$ cat config.mk
export PLATFORM = sky130hd
export DESIGN_NAME = irq_link_alloc
export DESIGN_NICKNAME = d
export VERILOG_FILES = /design/src/rtl/irq_alloc_pkg.sv /design/src/rtl/alloc_irq_table.sv /design/src/rtl/alloc_link_table.sv /design/src/rtl/alloc_seq.sv /design/src/rtl/irq_link_alloc.sv
export SDC_FILE = /design/constraint.sdc
export NUM_CORES = 1
export LEC_CHECK = 0
export ABC_AREA = 0
export BUFFER_PORTS_ARGS = -buffer_cell sky130_fd_sc_hd__buf_2
export CAP_MARGIN = 40
export CELL_PAD_IN_SITES_DETAIL_PLACEMENT = 0
export CELL_PAD_IN_SITES_GLOBAL_PLACEMENT = 1
export CORE_MARGIN = 10
export CORE_UTILIZATION = 25
export CTS_BUF_LIST = sky130_fd_sc_hd__clkbuf_16
export CTS_CLUSTER_SIZE = 20
export DETAILED_ROUTE_END_ITERATION = 8
export PLACE_DENSITY_LB_ADDON = 0.3
export SLEW_MARGIN = 30
export SYNTH_ARGS = -nofsm -noshare
export SYNTH_HDL_FRONTEND = slang
export SYNTH_SLANG_ARGS = --single-unit
$ cat constraint.sdc
create_clock -name clk -period 10.4 [get_ports clk]
set_input_delay 2.6 -clock clk [delete_from_list [all_inputs] [get_ports clk]]
set_output_delay 2.6 -clock clk [all_outputs]
set_load 0.02 [all_outputs]
$ cat src/rtl/irq_alloc_pkg.sv
package irq_alloc_pkg;
  localparam int CNT_W   = 8;
  localparam int ROUTE_W = 8;

  typedef logic [CNT_W-1:0]   cnt_t;
  typedef logic [ROUTE_W-1:0] route_t;

  // Routing value meaning "disabled and never bound"
  localparam route_t ROUTE_OFF = 8'h80;

  typedef enum logic [2:0] {
    SQ_IDLE,
    SQ_LSCAN,
    SQ_LPICK,
    SQ_ISCAN,
    SQ_IPICK,
    SQ_DONE
  } seq_state_t;

  // Saturating increment of a use count
  function automatic cnt_t cnt_bump(cnt_t c);
    return (c == '1) ? c : c + cnt_t'(1);
  endfunction

  // A candidate replaces the best so far only when strictly smaller,
  // so an ascending scan keeps the lowest index on ties
  function automatic logic cnt_beats(logic have, cnt_t cand, cnt_t best);
    return !have || (cand < best);
  endfunction
endpackage

$ cat src/rtl/alloc_irq_table.sv
module alloc_irq_table
  import irq_alloc_pkg::*;
#(
  parameter int NUM_IRQS = 16,
  parameter logic [NUM_IRQS-1:0] PERMIT_MASK = 16'hDEF8,
  parameter int IRQ_W = $clog2(NUM_IRQS)
) (
  input  logic                     clk,
  input  logic                     rst_n,
  input  logic                     phase_open_i,
  input  logic                     reserve_i,
  input  logic                     use_i,
  input  logic [IRQ_W-1:0]         irq_i,
  input  logic                     inc_i,
  input  logic [IRQ_W-1:0]         inc_idx_i,
  output cnt_t [NUM_IRQS-1:0]      counts_o,
  output logic [NUM_IRQS-1:0]      reserved_o,
  output logic                     accept_o,
  output logic                     reject_o,
  output logic                     err_o
);
  logic cmd_any, legal;
  cnt_t tgt_cnt;
  logic tgt_res;
  logic [NUM_IRQS-1:0] bump;

  assign cmd_any = reserve_i | use_i;
  assign tgt_cnt = counts_o[irq_i];
  assign tgt_res = reserved_o[irq_i];

  always_comb begin
    legal = 1'b0;
    if (phase_open_i && (reserve_i ^ use_i)) begin
      if (reserve_i) legal = (tgt_cnt == '0) || tgt_res;
      else           legal = !tgt_res;
    end
  end

  assign accept_o = cmd_any && legal;
  assign reject_o = cmd_any && !legal;

  for (genvar g = 0; g < NUM_IRQS; g++) begin : g_bump
    assign bump[g] = (accept_o && use_i && (irq_i == IRQ_W'(g))) ||
                     (inc_i && (inc_idx_i == IRQ_W'(g)));
  end

  always_ff @(posedge clk) begin
    if (!rst_n) begin
      for (int i = 0; i < NUM_IRQS; i++) begin
        counts_o[i]   <= '0;
        reserved_o[i] <= ~PERMIT_MASK[i];
      end
      err_o <= 1'b0;
    end else begin
      for (int i = 0; i < NUM_IRQS; i++) begin
        if (accept_o && reserve_i && (irq_i == IRQ_W'(i))) reserved_o[i] <= 1'b1;
        if (bump[i]) counts_o[i] <= cnt_bump(counts_o[i]);
      end
      if (reject_o) err_o <= 1'b1;
    end
  end
endmodule

$ cat src/rtl/alloc_link_table.sv
module alloc_link_table
  import irq_alloc_pkg::*;
#(
  parameter int NUM_LINKS = 8,
  parameter int LINK_W = $clog2(NUM_LINKS)
) (
  input  logic                    clk,
  input  logic                    rst_n,
  input  logic                    inc_i,
  input  logic [LINK_W-1:0]       inc_idx_i,
  input  logic                    wr_i,
  input  logic [LINK_W-1:0]       wr_idx_i,
  input  route_t                  wr_data_i,
  output cnt_t [NUM_LINKS-1:0]    counts_o,
  output route_t [NUM_LINKS-1:0]  routes_o
);
  logic [NUM_LINKS-1:0] hit_inc, hit_wr;

  for (genvar g = 0; g < NUM_LINKS; g++) begin : g_hit
    assign hit_inc[g] = inc_i && (inc_idx_i == LINK_W'(g));
    assign hit_wr[g]  = wr_i  && (wr_idx_i  == LINK_W'(g));
  end

  always_ff @(posedge clk) begin
    if (!rst_n) begin
      for (int i = 0; i < NUM_LINKS; i++) begin
        counts_o[i] <= '0;
        routes_o[i] <= ROUTE_OFF;
      end
    end else begin
      for (int i = 0; i < NUM_LINKS; i++) begin
        if (hit_inc[i]) counts_o[i] <= cnt_bump(counts_o[i]);
        if (hit_wr[i])  routes_o[i] <= wr_data_i;
      end
    end
  end
endmodule

$ cat src/rtl/alloc_seq.sv
module alloc_seq
  import irq_alloc_pkg::*;
#(
  parameter int NUM_LINKS = 8,
  parameter int NUM_IRQS  = 16,
  parameter int LINK_W    = $clog2(NUM_LINKS),
  parameter int IRQ_W     = $clog2(NUM_IRQS),
  parameter int PIN_W     = $clog2(NUM_LINKS + 1)
) (
  input  logic                    clk,
  input  logic                    rst_n,
  input  logic                    req_i,
  input  cnt_t [NUM_LINKS-1:0]    link_counts_i,
  input  route_t [NUM_LINKS-1:0]  link_routes_i,
  input  cnt_t [NUM_IRQS-1:0]     irq_counts_i,
  input  logic [NUM_IRQS-1:0]     irq_reserved_i,
  output logic                    busy_o,
  output logic                    done_o,
  output logic [PIN_W-1:0]        pin_o,
  output logic                    req_accept_o,
  output logic                    phase_open_o,
  output logic                    link_inc_o,
  output logic [LINK_W-1:0]       link_idx_o,
  output logic                    irq_inc_o,
  output logic [IRQ_W-1:0]        irq_idx_o,
  output logic                    route_wr_o,
  output logic [LINK_W-1:0]       route_link_o,
  output route_t                  route_data_o
);
  localparam int SCAN_W = (LINK_W > IRQ_W) ? LINK_W : IRQ_W;

  seq_state_t        state;
  logic [SCAN_W-1:0] scan, best_idx;
  cnt_t              best_cnt;
  logic              have;
  logic [LINK_W-1:0] link_sel;
  logic              cold;
  cnt_t              lcand, icand;
  logic              lbeat, ibeat, lend, iend;

  assign lcand = link_counts_i[scan[LINK_W-1:0]];
  assign icand = irq_counts_i[scan[IRQ_W-1:0]];
  assign lbeat = cnt_beats(have, lcand, best_cnt);
  assign ibeat = !irq_reserved_i[scan[IRQ_W-1:0]] && cnt_beats(have, icand, best_cnt);
  assign lend  = (scan == SCAN_W'(NUM_LINKS - 1));
  assign iend  = (scan == SCAN_W'(NUM_IRQS - 1));

  assign req_accept_o = (state == SQ_IDLE) && req_i;
  assign phase_open_o = cold && !req_accept_o;
  assign busy_o       = (state != SQ_IDLE);
  assign done_o       = (state == SQ_DONE);
  assign pin_o        = PIN_W'(link_sel) + PIN_W'(1);
  assign link_inc_o   = (state == SQ_LPICK);
  assign link_idx_o   = best_idx[LINK_W-1:0];
  assign irq_inc_o    = (state == SQ_IPICK) && have;
  assign irq_idx_o    = best_idx[IRQ_W-1:0];
  assign route_wr_o   = irq_inc_o;
  assign route_link_o = link_sel;
  assign route_data_o = route_t'(best_idx[IRQ_W-1:0]);

  always_ff @(posedge clk) begin
    if (!rst_n) begin
      state    <= SQ_IDLE;
      scan     <= '0;
      best_idx <= '0;
      best_cnt <= '0;
      have     <= 1'b0;
      link_sel <= '0;
      cold     <= 1'b1;
    end else begin
      case (state)
        SQ_IDLE: begin
          if (req_i) begin
            state <= SQ_LSCAN;
            scan  <= '0;
            have  <= 1'b0;
            cold  <= 1'b0;
          end
        end
        SQ_LSCAN: begin
          if (lbeat) begin
            best_idx <= scan;
            best_cnt <= lcand;
            have     <= 1'b1;
          end
          if (lend) state <= SQ_LPICK;
          else      scan  <= scan + SCAN_W'(1);
        end
        SQ_LPICK: begin
          link_sel <= best_idx[LINK_W-1:0];
          if (link_routes_i[best_idx[LINK_W-1:0]] == ROUTE_OFF) begin
            state <= SQ_ISCAN;
            scan  <= '0;
            have  <= 1'b0;
          end else begin
            state <= SQ_DONE;
          end
        end
        SQ_ISCAN: begin
          if (ibeat) begin
            best_idx <= scan;
            best_cnt <= icand;
            have     <= 1'b1;
          end
          if (iend) state <= SQ_IPICK;
          else      scan  <= scan + SCAN_W'(1);
        end
        SQ_IPICK: state <= SQ_DONE;
        SQ_DONE:  state <= SQ_IDLE;
        default:  state <= SQ_IDLE;
      endcase
    end
  end
endmodule

$ cat src/rtl/irq_link_alloc.sv
module irq_link_alloc
  import irq_alloc_pkg::*;
#(
  parameter int NUM_LINKS = 8,
  parameter int NUM_IRQS  = 16,
  parameter logic [NUM_IRQS-1:0] PERMIT_MASK = 16'hDEF8,
  parameter int LINK_W = $clog2(NUM_LINKS),
  parameter int IRQ_W  = $clog2(NUM_IRQS),
  parameter int PIN_W  = $clog2(NUM_LINKS + 1)
) (
  input  logic              clk,
  input  logic              rst_n,
  input  logic              alloc_req_i,
  input  logic              cfg_reserve_i,
  input  logic              cfg_use_i,
  input  logic [IRQ_W-1:0]  cfg_irq_i,
  output logic              busy_o,
  output logic              done_o,
  output logic [PIN_W-1:0]  pin_o,
  output logic              route_wr_o,
  output logic [LINK_W-1:0] route_link_o,
  output logic [7:0]        route_data_o,
  output logic              cfg_err_o
);
  // Named internal events, brought out for the checker
  cnt_t [NUM_LINKS-1:0]   link_counts_w;
  route_t [NUM_LINKS-1:0] link_routes_w;
  cnt_t [NUM_IRQS-1:0]    irq_counts_w;
  logic [NUM_IRQS-1:0]    irq_reserved_w;
  logic                   phase_open_w, req_accept_w;
  logic                   cmd_accept_w, cmd_reject_w;
  logic                   link_inc_w, irq_inc_w;
  logic [LINK_W-1:0]      link_idx_w;
  logic [IRQ_W-1:0]       irq_idx_w;
  route_t                 route_data_w;

  alloc_irq_table #(
    .NUM_IRQS(NUM_IRQS), .PERMIT_MASK(PERMIT_MASK), .IRQ_W(IRQ_W)
  ) u_irq (
    .clk(clk), .rst_n(rst_n),
    .phase_open_i(phase_open_w),
    .reserve_i(cfg_reserve_i), .use_i(cfg_use_i), .irq_i(cfg_irq_i),
    .inc_i(irq_inc_w), .inc_idx_i(irq_idx_w),
    .counts_o(irq_counts_w), .reserved_o(irq_reserved_w),
    .accept_o(cmd_accept_w), .reject_o(cmd_reject_w), .err_o(cfg_err_o)
  );

  alloc_link_table #(
    .NUM_LINKS(NUM_LINKS), .LINK_W(LINK_W)
  ) u_link (
    .clk(clk), .rst_n(rst_n),
    .inc_i(link_inc_w), .inc_idx_i(link_idx_w),
    .wr_i(route_wr_o), .wr_idx_i(route_link_o), .wr_data_i(route_data_w),
    .counts_o(link_counts_w), .routes_o(link_routes_w)
  );

  alloc_seq #(
    .NUM_LINKS(NUM_LINKS), .NUM_IRQS(NUM_IRQS),
    .LINK_W(LINK_W), .IRQ_W(IRQ_W), .PIN_W(PIN_W)
  ) u_seq (
    .clk(clk), .rst_n(rst_n), .req_i(alloc_req_i),
    .link_counts_i(link_counts_w), .link_routes_i(link_routes_w),
    .irq_counts_i(irq_counts_w), .irq_reserved_i(irq_reserved_w),
    .busy_o(busy_o), .done_o(done_o), .pin_o(pin_o),
    .req_accept_o(req_accept_w), .phase_open_o(phase_open_w),
    .link_inc_o(link_inc_w), .link_idx_o(link_idx_w),
    .irq_inc_o(irq_inc_w), .irq_idx_o(irq_idx_w),
    .route_wr_o(route_wr_o), .route_link_o(route_link_o),
    .route_data_o(route_data_w)
  );

  assign route_data_o = route_data_w;
endmodule

* Word-level counts from Yosys, hierarchy flattened
Index checks and enable logic that the tools add are counted.
** Word-level totals
- Register bits :: 268
- Input bits :: 9
- Word-level logic and storage cells :: 358
- Output and inout bits :: 19
** Cells by class
- Multiplexer cells :: 35
- Order comparisons :: 6
- Reductions and logical operators :: 130
- Bitwise logic cells :: 26
- Equality and inequality tests :: 84
- $add $sub $neg :: 26
** Operators by type and width (number)
- 8-bit == test, second input constant :: 25
- 8-bit by 1-bit adder with 8-bit output, second input constant :: 24
- 4-bit == test, second input constant :: 17
- 1-bit logical AND :: 68
- 8-bit binary-select mux with 4-bit select :: 2
- 2-bit AND reduction :: 25
- 8-bit binary-select mux with 3-bit select :: 2
- 8-bit two-way mux :: 6
- 4-bit by 3-bit == test with 1-bit output, second input constant :: 9
- 3-bit == test, second input constant :: 10
- 4-bit two-way mux :: 6
- 1-bit inverter :: 24
- 1-bit logical OR :: 19
- 3-bit by 2-bit == test with 1-bit output, second input constant :: 6
- 4-bit by 2-bit == test with 1-bit output, second input constant :: 4
- 8-bit less-than comparator :: 2
- 4-bit one-hot mux with 4 select lines :: 1
- 8-bit one-hot mux with 2 select lines :: 1
- 3-bit one-hot mux with 5 select lines :: 1
- 3-bit two-way mux :: 4
- 4-bit by 5-bit less-than comparator with 1-bit output, second input constant :: 2
- 2-bit by 1-bit inequality test with 1-bit output, second input constant :: 5
- 5-bit AND reduction :: 2
- 3-bit by 1-bit == test with 1-bit output, second input constant :: 3
- 19 further kinds :: 39

* Logic depth before layout (Yosys ltp)
Gate-level depths: netlist (run 1).
- Depth in word-level cells :: 11
- Mapped depth :: 15
- Gate-level depth less buffers :: 11

* Hierarchy
Synthesis (run 1) repeated with hierarchy kept, for this count alone.
** Unflattened totals
- Cell total of the unflattened synthesis :: 2050
- Area total of the unflattened synthesis :: 17478.0 um2
** Modules (own cells, without submodules)
- alloc_irq_table :: cells an instance 1033, area each 8405.6 um2, instances 1, seq. area each 2802.7 um2
- alloc_link_table :: cells an instance 660, area each 5410.2 um2, instances 1, seq. area each 2562.5 um2
- alloc_seq :: cells an instance 357, area each 3662.3 um2, instances 1, seq. area each 480.5 um2

* Worst setup path before layout (run 1)
No wires, ideal clock.
- Path type :: input-to-reg
- From :: input port cfg_irq_i[1]
- To :: register u_irq.counts_o[45] (netlist bit)
- Setup time :: 70 ps
- Required time :: 10330 ps
- Arrival time :: 4829 ps
- Cell stages on the path :: 10
- Buffers on the path :: 2
- Path slack :: 5501 ps
- Path through :: buf_6 > mux2_4 > o221a_4 > o211ai_4 > nand2_2 > buf_6 > nor4_1 > nor2_1 > or3_1 > a21oi_1
** Between the ends
- Longest elaborated chain between the ends :: 11
- Elaborated cells between the ends (all ways) :: 15
- Those cells by class :: 1 x eq/ne; 6 x mux; 8 x reduce/logical
** Ends and longest elaborated chain
- from (decl) :: RTL line irq_link_alloc.sv:16 : input logic [IRQ_W-1:0] cfg_irq_i,
- 8-bit binary-select mux with 4-bit select :: RTL line alloc_irq_table.sv:28 : assign tgt_cnt = counts_o[irq_i];
- 8-bit two-way mux (not written as such) :: RTL line alloc_irq_table.sv:28
- 8-bit logical NOT :: RTL line alloc_irq_table.sv:34 : if (reserve_i) legal = (tgt_cnt == '0) || tgt_res;
- 1-bit logical OR :: RTL line alloc_irq_table.sv:34
- 1-bit two-way mux :: RTL line alloc_irq_table.sv:34
- 1-bit two-way mux :: RTL line alloc_irq_table.sv:33 : if (phase_open_i && (reserve_i ^ use_i)) begin
- 1-bit logical AND :: RTL line alloc_irq_table.sv:39 : assign accept_o = cmd_any && legal;
- 1-bit logical AND :: RTL line alloc_irq_table.sv:43 : assign bump[g] = (accept_o && use_i && (irq_i == IRQ_W'(g))) ||
- 1-bit logical AND * :: RTL line alloc_irq_table.sv:43
- 1-bit logical OR * :: RTL line alloc_irq_table.sv:43
- 2-bit AND reduction (no source line) *
- to (signal, indexed assignment) :: RTL line alloc_irq_table.sv:57 : if (bump[i]) counts_o[i] <= cnt_bump(counts_o[i]);
- to (decl) :: RTL line alloc_irq_table.sv:16 : output cnt_t [NUM_IRQS-1:0] counts_o,
Every way passes the cells marked *; elsewhere a longest branch is shown, timed or not. The select of a mux whose other input is x is not followed.
A chain may end at the register's enable or synchronous reset.

* Final worst setup path (run 1)
- From :: input port cfg_irq_i[1]
- To :: register u_irq.counts_o[37] (netlist bit)
The elaborated chain is that of the path after synthesis.

==> flow_metrics.tcl, run 1 <==
set metrics [dict create \
    status "finished, final reports clean" \
    cp_max_fo 25 \
    drcViolationCount 0 \
    antenna_found_initial 0 \
    wl_um 44100 \
    h-tree-depth 2 \
    cts_setup_buffers 0 \
    max_slew_margin 0.4109 \
    top_layer "met4" \
    mostFrequentLayoutCells "dfxtp_1, nor2_1, nand2_1" \
    period_share 0.5063 \
    synth.avg_cell_area_um2 8.783 \
    seqPwrFrac 0.441 \
    grt_pass1_vias 11740 \
    clk_path_buf_depth 3 \
    start_kind "primary input" \
    hp-class "flip-flop to flip-flop" \
    worst_ep_arrival_time_ns 5.74 \
    ys_warn_count 0 \
    grt.total_usage 0.1238 \
    fin_skew_ns 0.02602 \
    power_density_nw_per_um2 140.5 \
    start_util 0.2537 \
    final-hold-violation-count 0 \
    synth-seq-cells 268 \
    drt-pass1-iter-count 6 \
    fin_nets 1719 \
    route.met3.wl_um 1747 \
    setup_viol 0 \
    worstSetupPathType "primary input to flip-flop" \
    drive_gt1_frac 0.1090 \
    clkLatencyLatePin_ns 0.55 \
    cts_buffers 34 \
    fmax_ghz 0.1899 \
    syn-instance-count 1673 \
    clk_pin_slew_worst_paths_ns 0.06 \
    postCtsResizedCells 0 \
    worst_slack_ns 5.134 \
    cts_tree "built" \
    endpoint_kind "flip-flop" \
    grt_max_degree 65 \
    switching_power_w 0.0005567 \
    slew_violations 0 \
    wl_met1_um 20890 \
    synth_cell_type_count 71 \
    wl_met2_um 20530 \
    min_period_ns 5.266 \
    overflow 0 \
    hold_buffers 0 \
    areaGrowthSynthToFinish_pct 13.70 \
    final_common_cell "dfxtp_1" \
    cp-startpoint "cfg_irq_i[1]" \
    drt-initial-drc-count 916 \
    dieArea_um2 68870 \
    finalWeightedCongestion 0.8774 \
    dp_hpwl_um 31190 \
    p_leak_nw 5.870 \
    drv_cap 0 \
    combPwrFrac 0.040 \
    drt-wirelength-per-cell_um 17.97 \
    synth_edf_count 0 \
    netlist_area_um2 14690 \
    ant_nets 0 \
    cts_root_buf "clkbuf_16" \
    r2r_slack_ns 6.19 \
    die_y_um 262.4 \
    vdd_ir_drop_max_uv 90.07 \
    vias 12230 \
    pre_cts_slack_ns 4.629 \
    via_per_inst 4.985 \
    rsz0062_at_grt "false" \
    fin_tns_setup_ns 0 \
    io_buffers 23 \
    tightest_slew_ns 0.8777 \
    switching_share 0.2371 \
    rr_endpoint "u_seq.irq_idx_o[1]$_SDFFE_PN0P_" \
    crit_path_end "u_irq.counts_o[37]$_SDFFE_PN0P_" \
    synthArstFlopShare 0 \
    r2r_start "u_seq.scan[0]$_SDFFE_PN0P_" \
    io_pins 28 \
    synth-main-ff-cell "dfxtp_1" \
    ys_seq_area_frac 0.3651 \
    rr_worst_depth 12 \
    internal-power_w 0.001791 \
    cp.required_ns 10.87 \
    final_cell_area_um2 16710 \
    cts_sinks 268 \
    grt_pass1_wl_um 69730 \
    detailed_place.area_um2 15540 \
    coreArea_um2 57920 \
    rows 88 \
    die_x_um 262.4 \
    clkPwrFrac 0.519 \
]
## cell usage after synthesis (8+ instances only)
library cell / instances / area, µm²
inv_1: 37 / 138.9
o211ai_1: 9 / 67.56
dfxtp_1: 268 / 5365
o21ai_0: 49 / 245.2
xnor2_1: 68 / 595.6
o21a_1: 8 / 60.06
nor2_1: 212 / 795.8
mux2i_1: 58 / 580.6
mux2_2: 15 / 168.9
nand2b_1: 15 / 93.84
mux4_2: 57 / 1284
nand2_1: 167 / 626.9
nor4_1: 42 / 262.8
or3_1: 28 / 175.2
nand4_1: 41 / 256.5
clkbuf_1: 63 / 236.5
nor3_1: 37 / 185.2
a21oi_1: 77 / 385.4
or4_1: 8 / 60.06
o2111ai_1: 10 / 87.58
a211oi_1: 12 / 90.09
buf_1: 11 / 41.29
and3_1: 31 / 193.9
a31oi_1: 9 / 56.30
and2_1: 17 / 106.4
xor2_1: 56 / 490.5
buf_2: 10 / 50.05
o31ai_1: 16 / 120.1
nand3_1: 111 / 555.5
ha_1: 46 / 575.6
nor2b_1: 9 / 56.30
## registers in the layout, summed over array words and instances, names as in the netlist
name and count:
u_irq.err_o 1, u_seq.cold 1, u_seq.route_link_o 3, u_seq.scan 4, u_seq.state 3, u_seq.have 1, u_seq.best_cnt 8, u_irq.counts_o 128
u_link.counts_o 64, u_link.routes_o 40, u_irq.reserved_o 11, u_seq.irq_idx_o 4
## cell families after synthesis
logic type                 Yosys count  synth area share
AOI/OAI and AO/OA                  226           0.09946
xor gates and xnor gates           124           0.07391
adders and majority gates           46           0.03917
buffers and inverters              129           0.03610
DFF                                268            0.3651
muxes                              131            0.1394
other                                1         0.0002552
and+or+nand+nor                    748            0.2466
## power by group through the flow
stage | clock, W | combinational [W] | sequential, W
detailed placement | 0 | 0.0000938 | 0.00106
CTS | 0.00126 | 0.0000940 | 0.00104
global placement | 0 | 0.0000914 | 0.00106
finish | 0.00122 | 0.0000934 | 0.00104
floorplan | 0 | 0.0000702 | 0.00105
global route | 0.00130 | 0.000102 | 0.00104
## worst max-delay path: stages
cell      delay (ns)
buf_2           0.44
nand2_1         0.34
o221a_4         0.35
o211ai_4        0.26
nand2_2         0.23
o31ai_1         0.74
nor2_1          0.23
or3_1           0.39
a21oi_1         0.13
## worst min-delay path by stage
stage	slack, ns	to	cells past startpoint	startpoint
floorplan	0.41	u_seq.cold$_SDFFE_PN1P_	2	u_seq.cold$_SDFFE_PN1P_
global placement	0.43	u_seq.cold$_SDFFE_PN1P_	2	u_seq.cold$_SDFFE_PN1P_
detailed placement	0.43	u_seq.cold$_SDFFE_PN1P_	2	u_seq.cold$_SDFFE_PN1P_
CTS	0.44	u_link.routes_o[39]$_SDFFE_PN1P_	2	u_link.routes_o[39]$_SDFFE_PN1P_
global route	0.46	u_link.routes_o[39]$_SDFFE_PN1P_	2	u_link.routes_o[39]$_SDFFE_PN1P_
finish	0.44	u_link.routes_o[39]$_SDFFE_PN1P_	2	u_link.routes_o[39]$_SDFFE_PN1P_
## routing by layer
metal	vias to the layer above	GRT usage
met5	-	0
met4	0	0.03817
met3	59	0.01957
met2	226	0.2006
met1	5935	0.1656
li1	6013	-
## through the flow
stage	hold slack (ns)	utilization	instances	total power, W
detailed placement	0.4321	0.2684	2388	0.001152
CTS	0.4436	0.2878	2448	0.002391
global placement	0.4309	0.2674	2384	0.001150
floorplan	0.4144	-	1676	0.001125
global route	0.4600	0.2884	2453	0.002441
finish	0.4430	0.2885	2454	0.002348
## final cells by class
cell class	instances	area, µm²
inverters	38	147.6
clock inverters	25	247.7
fillers	6243	41210
diodes	1	2.502
clock buffers	35	875.8
flip-flops and latches	268	5370
multi-input cells	1279	8822
well taps	765	957.2
repair buffers	43	284.0
Note: power is estimated with default switching activity, not from simulation.
==> run 2, diff against run 1 <==
Clock period 10.4 ns to 4.4 ns, I/O delays scaled along.
==> run 2 against run 1 <==
Sequential share of layout area fell by 0.11 points; flip-flop and latch count did not move; cell count rose by 0.49%.
==> flow_metrics.tcl, run 2 (synthesis results as in run 1) <==
set metrics [dict create \
    status "finished, final reports clean" \
    tightest_slew_ns 0.8038 \
    grt_pass1_vias 12040 \
    setup_viol 0 \
    largestRegisters "u_irq.counts_o (128), u_link.counts_o (64), u_link.routes_o (40)" \
    vdd_ir_drop_max_uv 270.7 \
    clk_pin_slew_worst_paths_ns 0.06 \
    max_stage_delay_ns 0.75 \
    slowest_stage "dfxtp_4" \
    worstSetupPathType "flip-flop to flip-flop" \
    start_util 0.2537 \
    rows 88 \
    via_per_inst 4.997 \
    wl_um 44120 \
    dieArea_um2 68870 \
    cts_tree "built" \
    vias 12320 \
    cts_setup_buffers 0 \
    final_common_cell "dfxtp_1" \
    cts_buffers 34 \
    drive_gt1_frac 0.1146 \
    dp_hpwl_um 31640 \
    fin_skew_ns 0.02158 \
    ant_nets 0 \
    max_slew_margin 0.4634 \
    io_pins 28 \
    grt_pass1_wl_um 70260 \
    mostFrequentLayoutCells "dfxtp_1, nor2_1, nand2_1" \
    endpoint_kind "flip-flop" \
    die_y_um 262.4 \
    die_x_um 262.4 \
    antenna_cells 0 \
    io_buffers 23 \
    drt-initial-drc-count 862 \
    final-hold-violation-count 0 \
    drt-wirelength-per-cell_um 17.89 \
    hp-class "flip-flop to flip-flop" \
    antenna_found_initial 3 \
    grt_max_degree 88 \
    drt-pass1-iter-count 5 \
    finalWeightedCongestion 0.8919 \
    hold_buffers 0 \
    path_cells "buf_4, mux4_2, mux4_2, ha_1, a21o_1, a21oi_1, o21ai_0, nor4_1, o31a_1, a21oi_1, buf_4, mux2i_1" \
    cts_sinks 268 \
    coreArea_um2 57920 \
    power_density_nw_per_um2 323.9 \
    grt.total_usage 0.1246 \
    rsz0062_at_grt "false" \
    h-tree-depth 2 \
    pre_cts_slack_ns 0.2161 \
    overflow 0 \
    postCtsResizedCells 0 \
    drcViolationCount 0 \
    whs_ns 0.4453 \
    clk_path_buf_depth 3 \
    drv_cap 0 \
    worst_slack_ns 0.6329 \
    largest_reg_flops 128 \
    period_share 0.8562 \
    fin_tns_setup_ns 0 \
    cp_max_fo 33 \
    fmax_ghz 0.2655 \
    p_leak_nw 5.939 \
    fin_cells 2466 \
    post-route-util 0.2895 \
    cts_root_buf "clkbuf_16" \
    min_period_ns 3.767 \
    cp.required_ns 4.80 \
    clkLatencyLatePin_ns 0.54 \
    slew_violations 0 \
    place_inst 2404 \
    worst_ep_arrival_time_ns 4.17 \
    largest_register "u_irq.counts_o" \
    fin_nets 1733 \
    start_kind "flip-flop" \
    areaGrowthSynthToFinish_pct 14.10 \
]
[run 2: worst max-delay path, delay by kind of cell, from the launching register on]
family	cells	cell delay [ns]
AND/OR/NAND/NOR	1	0.21
AO/OA/AOI/OAI	5	0.68
buffers and inverters	2	0.50
multiplexers	3	1.26
adder cells (fa/ha/maj)	1	0.21
flip-flops	1	0.75
[run 2: area by class of cell]
class                           count  area [µm²]
Clock inverter                     23       178.9
Clock buffer                       36       900.9
Sequential cell                   268        5370
Fill cell                        6213       41150
Inverter                           38       147.6
Timing Repair Buffer               57       395.4
Multi-Input combinational cell   1279        8816
Tap cell                          765       957.2
[run 2: metal layers]
| metal | up-vias | global-route usage | part of all wire |
|---|---|---|---|
| met5 | - | 0 | 0.00063 |
| met4 | 4 | 0.03786 | 0.025 |
| met3 | 88 | 0.02284 | 0.042 |
| met2 | 219 | 0.2004 | 0.46 |
| met1 | 5957 | 0.1660 | 0.48 |
| li1 | 6055 | - | - |
[run 2: through the flow]
stage,total power [W],instance area (µm²)
after global placement,0.002725,15660
after detailed placement,0.002727,15670
final,0.005431,16770
after floorplan,0.002659,14710
after CTS,0.005527,16750
after global routing,0.005642,16770
[run 2: worst paths after layout]
path | to | slack, ns | start | cells after the start
worst max-delay path | u_seq.best_cnt[1]$_SDFFE_PN0P_ | 0.63 | u_seq.scan[0]$_SDFFE_PN0P_ | 12
worst min-delay path | u_link.routes_o[31]$_SDFFE_PN1P_ | 0.45 | u_link.routes_o[31]$_SDFFE_PN1P_ | 2
worst max register to register | u_seq.best_cnt[1]$_SDFFE_PN0P_ | 0.63 | u_seq.scan[0]$_SDFFE_PN0P_ | 12
worst min register to register | u_link.routes_o[31]$_SDFFE_PN1P_ | 0.45 | u_link.routes_o[31]$_SDFFE_PN1P_ | 2
[run 2: report_power, final]
| part | internal (W) | leakage, nW | switching, W |
|---|---|---|---|
| combinational | 0.0000690 | 3.21 | 0.000150 |
| sequential | 0.00243 | 2.16 | 0.0000198 |
| clock | 0.00165 | 0.567 | 0.00111 |
| total | 0.00415 | 5.94 | 0.00128 |
==> run 3, diff against run 2 <==
Settings changed: CORE_MARGIN 10 to 2, SLEW_MARGIN 30 to 5.
==> run 3 against run 2 <==
Worst hold slack got worse by 0.0037 ns; total power decreased by 0.55%; register-to-register slack got worse by 0.09 ns; sequential share of layout area about the same; cell count decreased by 0.12%; highest routed layer is now met4.
==> flow_metrics.tcl, run 3 (synthesis results as in run 1) <==
set metrics [dict create \
    fin_nets 1732 \
    wl_um 43760 \
    cp.required_ns 4.85 \
    die_y_um 246.4 \
    multi_input_comb_area_um2 8810 \
    drt-initial-drc-count 581 \
    holdPathEnd "u_link.routes_o[39]$_SDFFE_PN1P_" \
    slowest_stage "dfxtp_4" \
    path_cells "mux4_2, mux4_2, ha_1, a21oi_1, nor2b_1, o21ai_0, o21ai_0, nor4_1, o31a_1, a21oi_1, buf_4, mux2i_1" \
    cts_setup_buffers 0 \
    p_leak_nw 5.920 \
    p_total_w 0.005401 \
    postCtsResizedCells 0 \
    detailed_place.area_um2 15700 \
    largest_reg_flops 128 \
    whs_ns 0.4416 \
    slew_violations 0 \
    dieArea_um2 60730 \
    r2r_start "u_seq.scan[0]$_SDFFE_PN0P_" \
    period_share 0.8764 \
    whs_path_depth 2 \
    ant_nets 0 \
    antenna_found_initial 0 \
    hold_buffers 0 \
    worstSetupPathType "flip-flop to flip-flop" \
    via_per_inst 5.050 \
    die_x_um 246.4 \
    vias 12440 \
    antenna_cells 0 \
    cts_sinks 268 \
    grt.total_usage 0.1440 \
    worst_ep_arrival_time_ns 4.30 \
    dp_hpwl_um 31730 \
    drt-wirelength-per-cell_um 17.77 \
    clkLatencyLatePin_ns 0.53 \
    cts_root_buf "clkbuf_16" \
    endpoint_kind "flip-flop" \
    rsz0062_at_grt "false" \
    h-tree-depth 2 \
    cp_max_fo 39 \
    final_cell_area_um2 16770 \
    drt-pass1-iter-count 5 \
    drive_gt1_frac 0.1148 \
    largest_register "u_irq.counts_o" \
    status "finished, final reports clean" \
    max_slew_margin 0.4056 \
    final_common_cell "dfxtp_1" \
    clk_path_buf_depth 3 \
    start_util 0.2537 \
    grt_max_degree 100 \
    clk_pin_slew_worst_paths_ns 0.06 \
    r2r_slack_ns 0.54 \
    power_density_nw_per_um2 322.1 \
    rr_endpoint "u_seq.irq_idx_o[2]$_SDFFE_PN0P_" \
    fmax_ghz 0.2593 \
    cts_buffers 34 \
    io_pins 28 \
    finalWeightedCongestion 0.8401 \
    largestRegisters "u_irq.counts_o (128), u_link.counts_o (64), u_link.routes_o (40)" \
    fillers 6186 \
    fin_tns_setup_ns 0 \
    drcViolationCount 0 \
    drv_cap 0 \
    ff_latch_area_um2 5370 \
    mostFrequentLayoutCells "dfxtp_1, nor2_1, nand2_1" \
    min_period_ns 3.856 \
    overflow 0 \
    areaGrowthSynthToFinish_pct 14.13 \
    cts_tree "built" \
    vdd_ir_drop_max_uv 203.3 \
    grt_pass1_vias 12050 \
    worst_slack_ns 0.5437 \
    coreArea_um2 57920 \
    crit_family "multiplexers" \
    cp_num_buf_inv 1 \
    rr_worst_depth 12 \
    io_buffers 23 \
    hp-class "flip-flop to flip-flop" \
    tightest_slew_ns 0.8856 \
    final-hold-violation-count 0 \
    pre_cts_slack_ns 0.3345 \
    max_stage_delay_ns 0.80 \
    setup_viol 0 \
    rows 88 \
    fin_skew_ns 0.01514 \
    hold_start "u_link.routes_o[39]$_SDFFE_PN1P_" \
    start_kind "flip-flop" \
    grt_pass1_wl_um 69470 \
]
run 3: area by class of cell:
cell class	instances	area share
clock buffer	37	0.05521
inverter	38	0.008804
clock inverter	20	0.008431
timing repair buffer	56	0.02492
tap	765	0.05708
multi-input combinational	1279	0.5253
sequential	268	0.3202
run 3: per-layer routing:
layer | wire [µm] | vias to the layer above | global-route usage
met5 | 0 | - | 0
met4 | 945 | 0 | 0.03650
met3 | 1888 | 65 | 0.02309
met2 | 20400 | 235 | 0.2419
met1 | 20520 | 6090 | 0.1913
li1 | - | 6049 | -
run 3: how the worst max path moves through the flow:
stage / startpoint / end / slack (ns) / cells after the start
after floorplan: u_seq.scan[0]$_SDFFE_PN0P_ / u_seq.best_cnt[0]$_SDFFE_PN0P_ / 0.56 / 15
after detailed placement: cfg_irq_i[1] / u_irq.counts_o[61]$_SDFFE_PN0P_ / 0.33 / 9
after global routing: u_seq.scan[0]$_SDFFE_PN0P_ / u_seq.irq_idx_o[2]$_SDFFE_PN0P_ / 0.28 / 12
after global placement: cfg_irq_i[1] / u_irq.counts_o[61]$_SDFFE_PN0P_ / 0.41 / 9
after CTS: u_seq.scan[0]$_SDFFE_PN0P_ / u_seq.irq_idx_o[2]$_SDFFE_PN0P_ / 0.51 / 12
final: u_seq.scan[0]$_SDFFE_PN0P_ / u_seq.irq_idx_o[2]$_SDFFE_PN0P_ / 0.54 / 12
run 3: worst min-delay path, delay by kind of cell, from the launching register on:
| family | cells | cell delay [ns] |
|---|---|---|
| flip-flops | 1 | 0.31 |
| AND/OR/NAND/NOR | 2 | 0.09 |
run 3: power by group:
group | leakage, nW | internal, W | total [W] | switching, W
sequential | 2.16 | 0.00243 | 0.00245 | 0.0000220
combinational | 3.22 | 0.0000692 | 0.000218 | 0.000149
clock | 0.541 | 0.00162 | 0.00273 | 0.00111
total | 5.92 | 0.00412 | 0.00540 | 0.00128
run 3: through the flow:
step,util,std cells
CTS,0.2896,2463
global route,0.2896,2463
floorplan,-,1676
global placement,0.2704,2404
finish,0.2896,2463
detailed placement,0.2711,2406
